==> config.mk <==
export PLATFORM = sky130hd
export DESIGN_NAME = wide_write_gatherer
export DESIGN_NICKNAME = d
export VERILOG_FILES = /design/src/rtl/wwg_pkg.sv /design/src/rtl/wwg_addr_decode.sv /design/src/rtl/wwg_collector.sv /design/src/rtl/wwg_commit_stage.sv /design/src/rtl/wwg_read_path.sv /design/src/rtl/wide_write_gatherer.sv
export SDC_FILE = /design/constraint.sdc
export NUM_CORES = 1
export LEC_CHECK = 0
export ABC_AREA = 1
export BUFFER_PORTS_ARGS = -buffer_cell sky130_fd_sc_hd__buf_2
export CAP_MARGIN = 5
export CELL_PAD_IN_SITES_DETAIL_PLACEMENT = 0
export CELL_PAD_IN_SITES_GLOBAL_PLACEMENT = 1
export CORE_ASPECT_RATIO = 1.25
export CORE_MARGIN = 4
export CORE_UTILIZATION = 41
export CTS_BUF_LIST = sky130_fd_sc_hd__clkbuf_8
export DETAILED_ROUTE_END_ITERATION = 10
export PLACE_DENSITY_LB_ADDON = 0.1
export SLEW_MARGIN = 20
export SYNTH_ARGS = -nofsm -noshare
export SYNTH_HDL_FRONTEND = slang
export SYNTH_SLANG_ARGS = --single-unit
==> constraint.sdc <==
create_clock -name clk -period 3.9 [get_ports clk]
set_clock_uncertainty 0.1 [all_clocks]
set_input_delay 0.195 -clock clk [delete_from_list [all_inputs] [get_ports clk]]
set_output_delay 0.195 -clock clk [all_outputs]
set_load 0.01 [all_outputs]
==> src/rtl/wwg_pkg.sv <==
package wwg_pkg;
  localparam int LANE_W  = 32;
  localparam int LANES   = 4;
  localparam int WIDE_W  = LANE_W * LANES;

  typedef enum logic [1:0] {
    CK_NARROW = 2'd0,
    CK_WIDE   = 2'd1,
    CK_SRAM   = 2'd2
  } commit_kind_e;

  typedef enum logic [1:0] {
    AC_NARROW = 2'd0,
    AC_WIDE   = 2'd1,
    AC_DESC   = 2'd2,
    AC_SRAM   = 2'd3
  } addr_class_e;

  typedef logic [LANES-1:0][LANE_W-1:0] wide_word_t;
endpackage

==> src/rtl/wwg_addr_decode.sv <==
module wwg_addr_decode
  import wwg_pkg::*;
#(
  parameter int ADDR_W      = 17,
  parameter int PAGE_SHIFT  = 13,
  parameter int NARROW_BASE = 'h400,
  parameter int RXD_OFF     = 'h830,
  parameter int TXD_OFF     = 'hA10,
  parameter int TMR_OFF     = 'h420
) (
  input  logic [ADDR_W-1:0] addr,
  output addr_class_e       cls,
  output logic              tmr_page0,
  output logic [ADDR_W-1:0] base,
  output logic [1:0]        dw
);
  localparam int OFF_W = PAGE_SHIFT;
  localparam logic [OFF_W-1:0] RXD_L = OFF_W'(RXD_OFF);
  localparam logic [OFF_W-1:0] TXD_L = OFF_W'(TXD_OFF);
  localparam logic [OFF_W-1:0] TMR_L = OFF_W'(TMR_OFF);
  localparam logic [OFF_W-1:0] NRW_L = OFF_W'(NARROW_BASE);

  logic                     in_sram;
  logic [OFF_W-1:0]         off;
  logic [ADDR_W-2-OFF_W:0]  page;
  logic                     desc_hit;

  assign in_sram  = addr[ADDR_W-1];
  assign off      = addr[OFF_W-1:0];
  assign page     = addr[ADDR_W-2:OFF_W];
  assign desc_hit = (off[OFF_W-1:4] == RXD_L[OFF_W-1:4]) ||
                    (off[OFF_W-1:4] == TXD_L[OFF_W-1:4]);

  always_comb begin
    if (in_sram)          cls = AC_SRAM;
    else if (off < NRW_L) cls = AC_WIDE;
    else if (desc_hit)    cls = AC_DESC;
    else                  cls = AC_NARROW;
  end

  assign tmr_page0 = !in_sram && (page == '0) && (off == TMR_L);

  always_comb begin
    case (cls)
      AC_SRAM: begin
        base = {addr[ADDR_W-1:3], 3'b000};
        dw   = {1'b0, addr[2]};
      end
      AC_NARROW: begin
        base = {addr[ADDR_W-1:2], 2'b00};
        dw   = addr[3:2];
      end
      default: begin
        base = {addr[ADDR_W-1:4], 4'b0000};
        dw   = addr[3:2];
      end
    endcase
  end
endmodule

==> src/rtl/wwg_collector.sv <==
module wwg_collector
  import wwg_pkg::*;
#(
  parameter int ADDR_W = 17
) (
  input  logic              clk,
  input  logic              rst_n,
  input  logic              wr_fire,
  input  addr_class_e       cls,
  input  logic              tmr_page0,
  input  logic [ADDR_W-1:0] base,
  input  logic [1:0]        dw,
  input  logic [LANE_W-1:0] wdata,
  output logic              ev_valid,
  output commit_kind_e      ev_kind,
  output logic [ADDR_W-1:0] ev_addr,
  output logic [WIDE_W-1:0] ev_data,
  output logic              dbg_lost
);
  logic              col_valid, nv;
  logic [ADDR_W-1:0] col_base, nb;
  logic [LANES-1:0]  col_mask, nm;
  wide_word_t        col_data, nd;
  logic              hit, lost;
  logic [WIDE_W-1:0] desc_word;

  assign hit = col_valid && (col_base == base);

  // descriptor commit word: held lanes of the same register, zero elsewhere
  for (genvar g = 0; g < LANES - 1; g++) begin : g_desc_lane
    assign desc_word[g*LANE_W +: LANE_W] =
      (hit && col_mask[g]) ? col_data[g] : '0;
  end
  assign desc_word[WIDE_W-1 -: LANE_W] = wdata;

  always_comb begin
    nv       = col_valid;
    nb       = col_base;
    nm       = col_mask;
    nd       = col_data;
    lost     = 1'b0;
    ev_valid = 1'b0;
    ev_kind  = CK_NARROW;
    ev_addr  = base;
    ev_data  = '0;
    if (wr_fire) begin
      case (cls)
        AC_NARROW: begin
          ev_valid            = 1'b1;
          ev_data[LANE_W-1:0] = wdata;
          if (tmr_page0) begin
            nv = 1'b0;
            nm = '0;
          end
        end
        AC_WIDE, AC_SRAM: begin
          if (!hit) begin
            lost = col_valid;
            nm   = '0;
            nd   = '0;
            nb   = base;
          end
          nm[dw] = 1'b1;
          nd[dw] = wdata;
          nv     = 1'b1;
          if ((cls == AC_WIDE && nm == '1) ||
              (cls == AC_SRAM && nm[1:0] == 2'b11)) begin
            ev_valid = 1'b1;
            ev_kind  = (cls == AC_WIDE) ? CK_WIDE : CK_SRAM;
            ev_data  = nd;
            nv       = 1'b0;
            nm       = '0;
          end
        end
        AC_DESC: begin
          if (dw == 2'd3) begin
            ev_valid = 1'b1;
            ev_kind  = CK_WIDE;
            ev_data  = desc_word;
            if (hit) begin
              nv = 1'b0;
              nm = '0;
            end
          end else if (!col_valid || hit) begin
            if (!hit) begin
              nm = '0;
              nd = '0;
              nb = base;
            end
            nm[dw] = 1'b1;
            nd[dw] = wdata;
            nv     = 1'b1;
          end
        end
        default: ;
      endcase
    end
  end

  always_ff @(posedge clk) begin
    if (!rst_n) begin
      col_valid <= 1'b0;
      col_base  <= '0;
      col_mask  <= '0;
      col_data  <= '0;
      dbg_lost  <= 1'b0;
    end else begin
      col_valid <= nv;
      col_base  <= nb;
      col_mask  <= nm;
      col_data  <= nd;
      dbg_lost  <= lost;
    end
  end


  tmr_flush_chk: assert property (@(posedge clk) disable iff (!rst_n)
    (wr_fire && cls == AC_NARROW && tmr_page0) |=> !col_valid);


  lost_src_chk: assert property (@(posedge clk) disable iff (!rst_n)
    dbg_lost |-> $past(col_valid));


  desc_top_chk: assert property (@(posedge clk) disable iff (!rst_n)
    (wr_fire && cls == AC_DESC && dw == 2'd3) |-> ev_valid && ev_kind == CK_WIDE);
endmodule

==> src/rtl/wwg_commit_stage.sv <==
module wwg_commit_stage
  import wwg_pkg::*;
#(
  parameter int ADDR_W = 17
) (
  input  logic              clk,
  input  logic              rst_n,
  input  logic              ev_valid,
  input  commit_kind_e      ev_kind,
  input  logic [ADDR_W-1:0] ev_addr,
  input  logic [WIDE_W-1:0] ev_data,
  output logic              c_valid,
  input  logic              c_ready,
  output logic [1:0]        c_kind,
  output logic [ADDR_W-1:0] c_addr,
  output logic [WIDE_W-1:0] c_data
);
  always_ff @(posedge clk) begin
    if (!rst_n) begin
      c_valid <= 1'b0;
      c_kind  <= '0;
      c_addr  <= '0;
      c_data  <= '0;
    end else if (ev_valid) begin
      c_valid <= 1'b1;
      c_kind  <= ev_kind;
      c_addr  <= ev_addr;
      c_data  <= ev_data;
    end else if (c_ready) begin
      c_valid <= 1'b0;
    end
  end


  stall_hold_chk: assert property (@(posedge clk) disable iff (!rst_n)
    (c_valid && !c_ready) |=> c_valid && $stable(c_data) && $stable(c_addr) && $stable(c_kind));
endmodule

==> src/rtl/wwg_read_path.sv <==
module wwg_read_path
  import wwg_pkg::*;
#(
  parameter int ADDR_W = 17
) (
  input  logic              clk,
  input  logic              rst_n,
  input  logic              rd_fire,
  input  addr_class_e       cls,
  input  logic [ADDR_W-1:0] base,
  input  logic [1:0]        dw,
  output logic              i_ren,
  output logic [ADDR_W-1:0] i_raddr,
  input  logic [WIDE_W-1:0] i_rdata,
  output logic              h_rvalid,
  output logic [LANE_W-1:0] h_rdata
);
  wide_word_t live, snap;

  assign live    = i_rdata;
  assign i_ren   = rd_fire && (cls != AC_DESC);
  assign i_raddr = base;

  always_ff @(posedge clk) begin
    if (!rst_n) begin
      h_rvalid <= 1'b0;
      h_rdata  <= '0;
      snap     <= '0;
    end else begin
      h_rvalid <= rd_fire;
      if (rd_fire) begin
        case (cls)
          AC_WIDE: begin
            if (dw == 2'd0) begin
              snap    <= live;
              h_rdata <= live[0];
            end else begin
              h_rdata <= snap[dw];
            end
          end
          AC_SRAM:  h_rdata <= live[dw];
          AC_DESC:  h_rdata <= '0;
          default:  h_rdata <= live[0];
        endcase
      end
    end
  end
endmodule

==> src/rtl/wide_write_gatherer.sv <==
module wide_write_gatherer
  import wwg_pkg::*;
#(
  parameter int ADDR_W      = 17,
  parameter int PAGE_SHIFT  = 13,
  parameter int NARROW_BASE = 'h400,
  parameter int RXD_OFF     = 'h830,
  parameter int TXD_OFF     = 'hA10,
  parameter int TMR_OFF     = 'h420
) (
  input  logic              clk,
  input  logic              rst_n,
  input  logic              h_valid,
  output logic              h_ready,
  input  logic              h_write,
  input  logic [ADDR_W-1:0] h_addr,
  input  logic [31:0]       h_wdata,
  output logic              h_rvalid,
  output logic [31:0]       h_rdata,
  output logic              i_ren,
  output logic [ADDR_W-1:0] i_raddr,
  input  logic [127:0]      i_rdata,
  output logic              c_valid,
  input  logic              c_ready,
  output logic [1:0]        c_kind,
  output logic [ADDR_W-1:0] c_addr,
  output logic [127:0]      c_data,
  output logic              dbg_lost
);
  addr_class_e       cls;
  logic              tmr_page0;
  logic [ADDR_W-1:0] base;
  logic [1:0]        dw;
  logic              wr_fire, rd_fire;
  logic              ev_valid;
  commit_kind_e      ev_kind;
  logic [ADDR_W-1:0] ev_addr;
  logic [WIDE_W-1:0] ev_data;

  assign h_ready = !c_valid;
  assign wr_fire = h_valid && h_ready && h_write;
  assign rd_fire = h_valid && h_ready && !h_write;

  wwg_addr_decode #(
    .ADDR_W(ADDR_W), .PAGE_SHIFT(PAGE_SHIFT), .NARROW_BASE(NARROW_BASE),
    .RXD_OFF(RXD_OFF), .TXD_OFF(TXD_OFF), .TMR_OFF(TMR_OFF)
  ) dec_i (
    .addr(h_addr), .cls(cls), .tmr_page0(tmr_page0), .base(base), .dw(dw)
  );

  wwg_collector #(.ADDR_W(ADDR_W)) col_i (
    .clk(clk), .rst_n(rst_n), .wr_fire(wr_fire), .cls(cls),
    .tmr_page0(tmr_page0), .base(base), .dw(dw), .wdata(h_wdata),
    .ev_valid(ev_valid), .ev_kind(ev_kind), .ev_addr(ev_addr),
    .ev_data(ev_data), .dbg_lost(dbg_lost)
  );

  wwg_commit_stage #(.ADDR_W(ADDR_W)) cs_i (
    .clk(clk), .rst_n(rst_n), .ev_valid(ev_valid), .ev_kind(ev_kind),
    .ev_addr(ev_addr), .ev_data(ev_data), .c_valid(c_valid),
    .c_ready(c_ready), .c_kind(c_kind), .c_addr(c_addr), .c_data(c_data)
  );

  wwg_read_path #(.ADDR_W(ADDR_W)) rp_i (
    .clk(clk), .rst_n(rst_n), .rd_fire(rd_fire), .cls(cls), .base(base),
    .dw(dw), .i_ren(i_ren), .i_raddr(i_raddr), .i_rdata(i_rdata),
    .h_rvalid(h_rvalid), .h_rdata(h_rdata)
  );


  commit_src_chk: assert property (@(posedge clk) disable iff (!rst_n)
    $rose(c_valid) |-> $past(h_valid && h_write));


  rsp_lat_chk: assert property (@(posedge clk) disable iff (!rst_n)
    h_rvalid |-> $past(h_valid && !h_write && h_ready));
endmodule

==> flow_summary.toml <==
[run_status]
status = "completed"

[cts]
clk_pin_slew_worst_paths_ns = 0.06
cts_sinks = 424
cts_root_buf = "clkbuf_8"
cts_max_level = 3
clk_path_buf_depth = 3
cts_buffers = 77
clk_latency_ns = 0.64
cts_tree = "done"

[die]
num_io_pins = 383
dieHeight_um = 267.3
die_x_um = 215.4
coreArea_um2 = 52930
start_util_pct = 41.67
rows = 94
fp.dieArea_um2 = 57590

[sta]
fmax_mhz = 273.2
drv_slew = 0
min_period_ns = 3.661
max_slew_margin_pct = 32.93
tightestPinTransition_ns = 1.006
period_share_pct = 93.87
hold_viol = 0
setup_viol = 0
tns_ns = 0
fin_ws_ns = 0.2392

[layout]
fin_nets = 3957
finalCoreUtilization_pct = 52.36
drive_gt1_share_pct = 15.29
syn2layout_area_growth_pct = 25.65

[synthesis]
synth-seq-cells = 424
synthArstFlopShare_pct = 0
yosysSeqAreaShare_pct = 38.49
syn_area_um2 = 22050
syn_inst = 3377
synth_top_area_cell = "dfxtp_1"
yosysUniqueCellTypes = 33
syn_avg_cell_area_um2 = 6.531
synthTopCellsByCount = "nand2_1 (633), nor2_1 (543), dfxtp_1 (424)"
synth.area.top_cells = "dfxtp_1 (38%), nand2_1 (11%), nor2_1 (9.2%)"
synth_top_area_share_pct = 38.49
synth_edf_count = 0
ys_warn_count = 0
synth_ff_type = "dfxtp_1"
yosysMostFrequentCell = "nand2_1"

[worst_setup_path]
critical_path_buf_inv_count = 6
crit_path_end_kind = "flip-flop"
cpMaxStageDelayCell = "dlygate4sd3_1"
crit_family = "simple AND/OR/NAND/NOR gates"
cp_common_cell = "nand2_1"
crit_arrival_ns = 4.10
crit_cells = 24
path_max_fanout = 20
max_stage_delay_ns = 0.53
crit_chain = "dlygate4sd3_1, buf_2, or2_1, or2_2, nand2_4, inv_1, ha_1, nand2_1, a21oi_2, nor2_1, nor2_1, nand2_1, nor2_4, nand3_1, nand2_1, nand3_1, nand2_4, nand3_4, a21oi_4, buf_12, buf_12, buf_16, nand2_1, a21oi_1"
r2r_cells = 19
worst_ep_required_time_ns = 4.34
worstSetupStartpointType = "input pin"
crit_type = "input pin to flip-flop"

[detailed_routing]
ant_nets = 0
drtIter0Drc = 1873
wl_met2_um = 41200
vias_per_cell = 5.437
drt-met1-wl_um = 34020
routedWlPerCell_um = 18.68
dr.pass1.iters = 5
drc = 0
met3WireLength_um = 5104
wl_um = 83940
routed.top_layer = "met4"
vias = 24440

[flow_run]
maxCapViolCount = 0

[placement]
dp_hpwl_um = 51120
port-buffer-count = 378
post-place-ws_ns = 0.05259
gp_congestion = 0.8476

[global_route]
antenna_found_initial = 2
grt_pass1_wl_um = 128700
gr-usage-all-layers_pct = 27.26
grt_pass1_vias = 23320
grt_max_degree = 176
grt-ovfl-total = 0

[pwr]
power_density_nw_per_um2 = 362.2
ir_drop_uv = 224.8
total_power_w = 0.01004
p_leak_nw = 12.06

[worst_hold_path]
hold_depth = 6
hp-class = "input pin to flip-flop"
-- metrics by stage --
stage / hold WS [ns] / std cells / area (µm²)
final: 0.05414 / 4494 / 27710
after global routing: 0.07619 / 4494 / 27710
after CTS: 0.002462 / 4480 / 27470
after detailed placement: 0.3517 / 4173 / 24240
after global placement: 0.3485 / 4173 / 24240
after floorplan: 0.2299 / 3380 / 22070
-- final timing paths --
| check | startpoint | to | slack (ns) |
|---|---|---|---|
| min reg2reg | rp_i.h_rdata[6]$_SDFFE_PN0P_ | rp_i.h_rdata[6]$_SDFFE_PN0P_ | 0.36 |
| min | h_addr[1] | col_i.col_valid$_SDFFE_PN0P_ | 0.05 |
| max reg2reg | col_i.col_base[8]$_SDFFE_PN0P_ | cs_i.c_data[117]$_SDFFE_PN0P_ | 1.09 |
| max | h_addr[12] | cs_i.c_data[117]$_SDFFE_PN0P_ | 0.24 |
-- power by group --
group	leakage [nW]	internal [W]	switching [W]
Sequential	3.44	0.00448	0.0000588
Clock	0.849	0.00217	0.00191
Combinational	7.77	0.000501	0.000921
-- layout by cell type, fill, tap and decap left out, drive strengths merged, types with 10 or more instances in the layout --
| cell type | count |
|---|---|
| nand2 | 635 |
| nor2 | 545 |
| buf | 446 |
| dfxtp | 424 |
| inv | 359 |
| o21ai | 257 |
| nand3 | 209 |
| a211oi | 193 |
| a21oi | 181 |
| dlygate4sd3 | 180 |
| nand4 | 129 |
| clkbuf | 97 |
| o22ai | 96 |
| a31oi | 33 |
| xnor2 | 10 |
-- layout make-up --
cell class	instances	area [µm²]
multi-input cells	2309	11080
fillers	5262	25210
repair buffers	628	4597
clock inverters	33	131.4
clock buffers	95	1308
diodes	2	5.005
flip-flops and latches	424	8488
well taps	672	840.8
inverters	331	1266
-- cells by family after synthesis --
kind of cell	after synthesis	synth area share (%)
adders and majority gates	4	0.2269
DFF	424	38.49
other	1	0.01700
AOI/OAI and AO/OA	761	20.29
xor gates and xnor gates	10	0.3971
and+or+nand+nor	1530	28.88
buffers and inverters	647	11.71
-- state kept, by name (all words and copies together) (netlist names) --
| signal | count |
|---|---|
| cs_i.c_kind | 2 |
| cs_i.c_addr | 15 |
| col_i.col_data | 128 |
| rp_i.h_rdata | 32 |
| col_i.col_mask | 4 |
| cs_i.c_data | 128 |
| col_i.dbg_lost | 1 |
| rp_i.h_rvalid | 1 |
| col_i.col_valid | 1 |
| col_i.col_base | 15 |
| rp_i.snap | 96 |
| cs_i.c_valid | 1 |
-- layer usage --
metal | up-vias | track usage [%]
met4 | 0 | 12.70
met3 | 157 | 4.301
met1 | 11380 | 33.07
li1 | 11980 | -
met2 | 919 | 47.55
met5 | - | 0
-- what timing repair did --
action | 4_1_cts | 5_1_grt
hold buffers | 179 | 1
gates resized for setup | 0 | 12
endpoints found under the setup margin | 0 | 149
buffers inserted | 0 | 6
hold endpoints to repair | 226 | 5
-- worst reg2reg max path: stages, from the launching register on --
cell	delay, ns
dfxtp_1	0.35
inv_1	0.05
nand2_1	0.05
nand2_1	0.04
nor2_1	0.22
nand2_1	0.08
nor2_1	0.10
nand2_1	0.11
nor2_4	0.15
nand3_1	0.12
nand2_1	0.11
nand3_1	0.11
nand2_4	0.13
nand3_4	0.10
a21oi_4	0.22
buf_12	0.16
buf_12	0.13
buf_16	0.19
nand2_1	0.08
a21oi_1	0.12
Power figures use the tool's default switching activity.
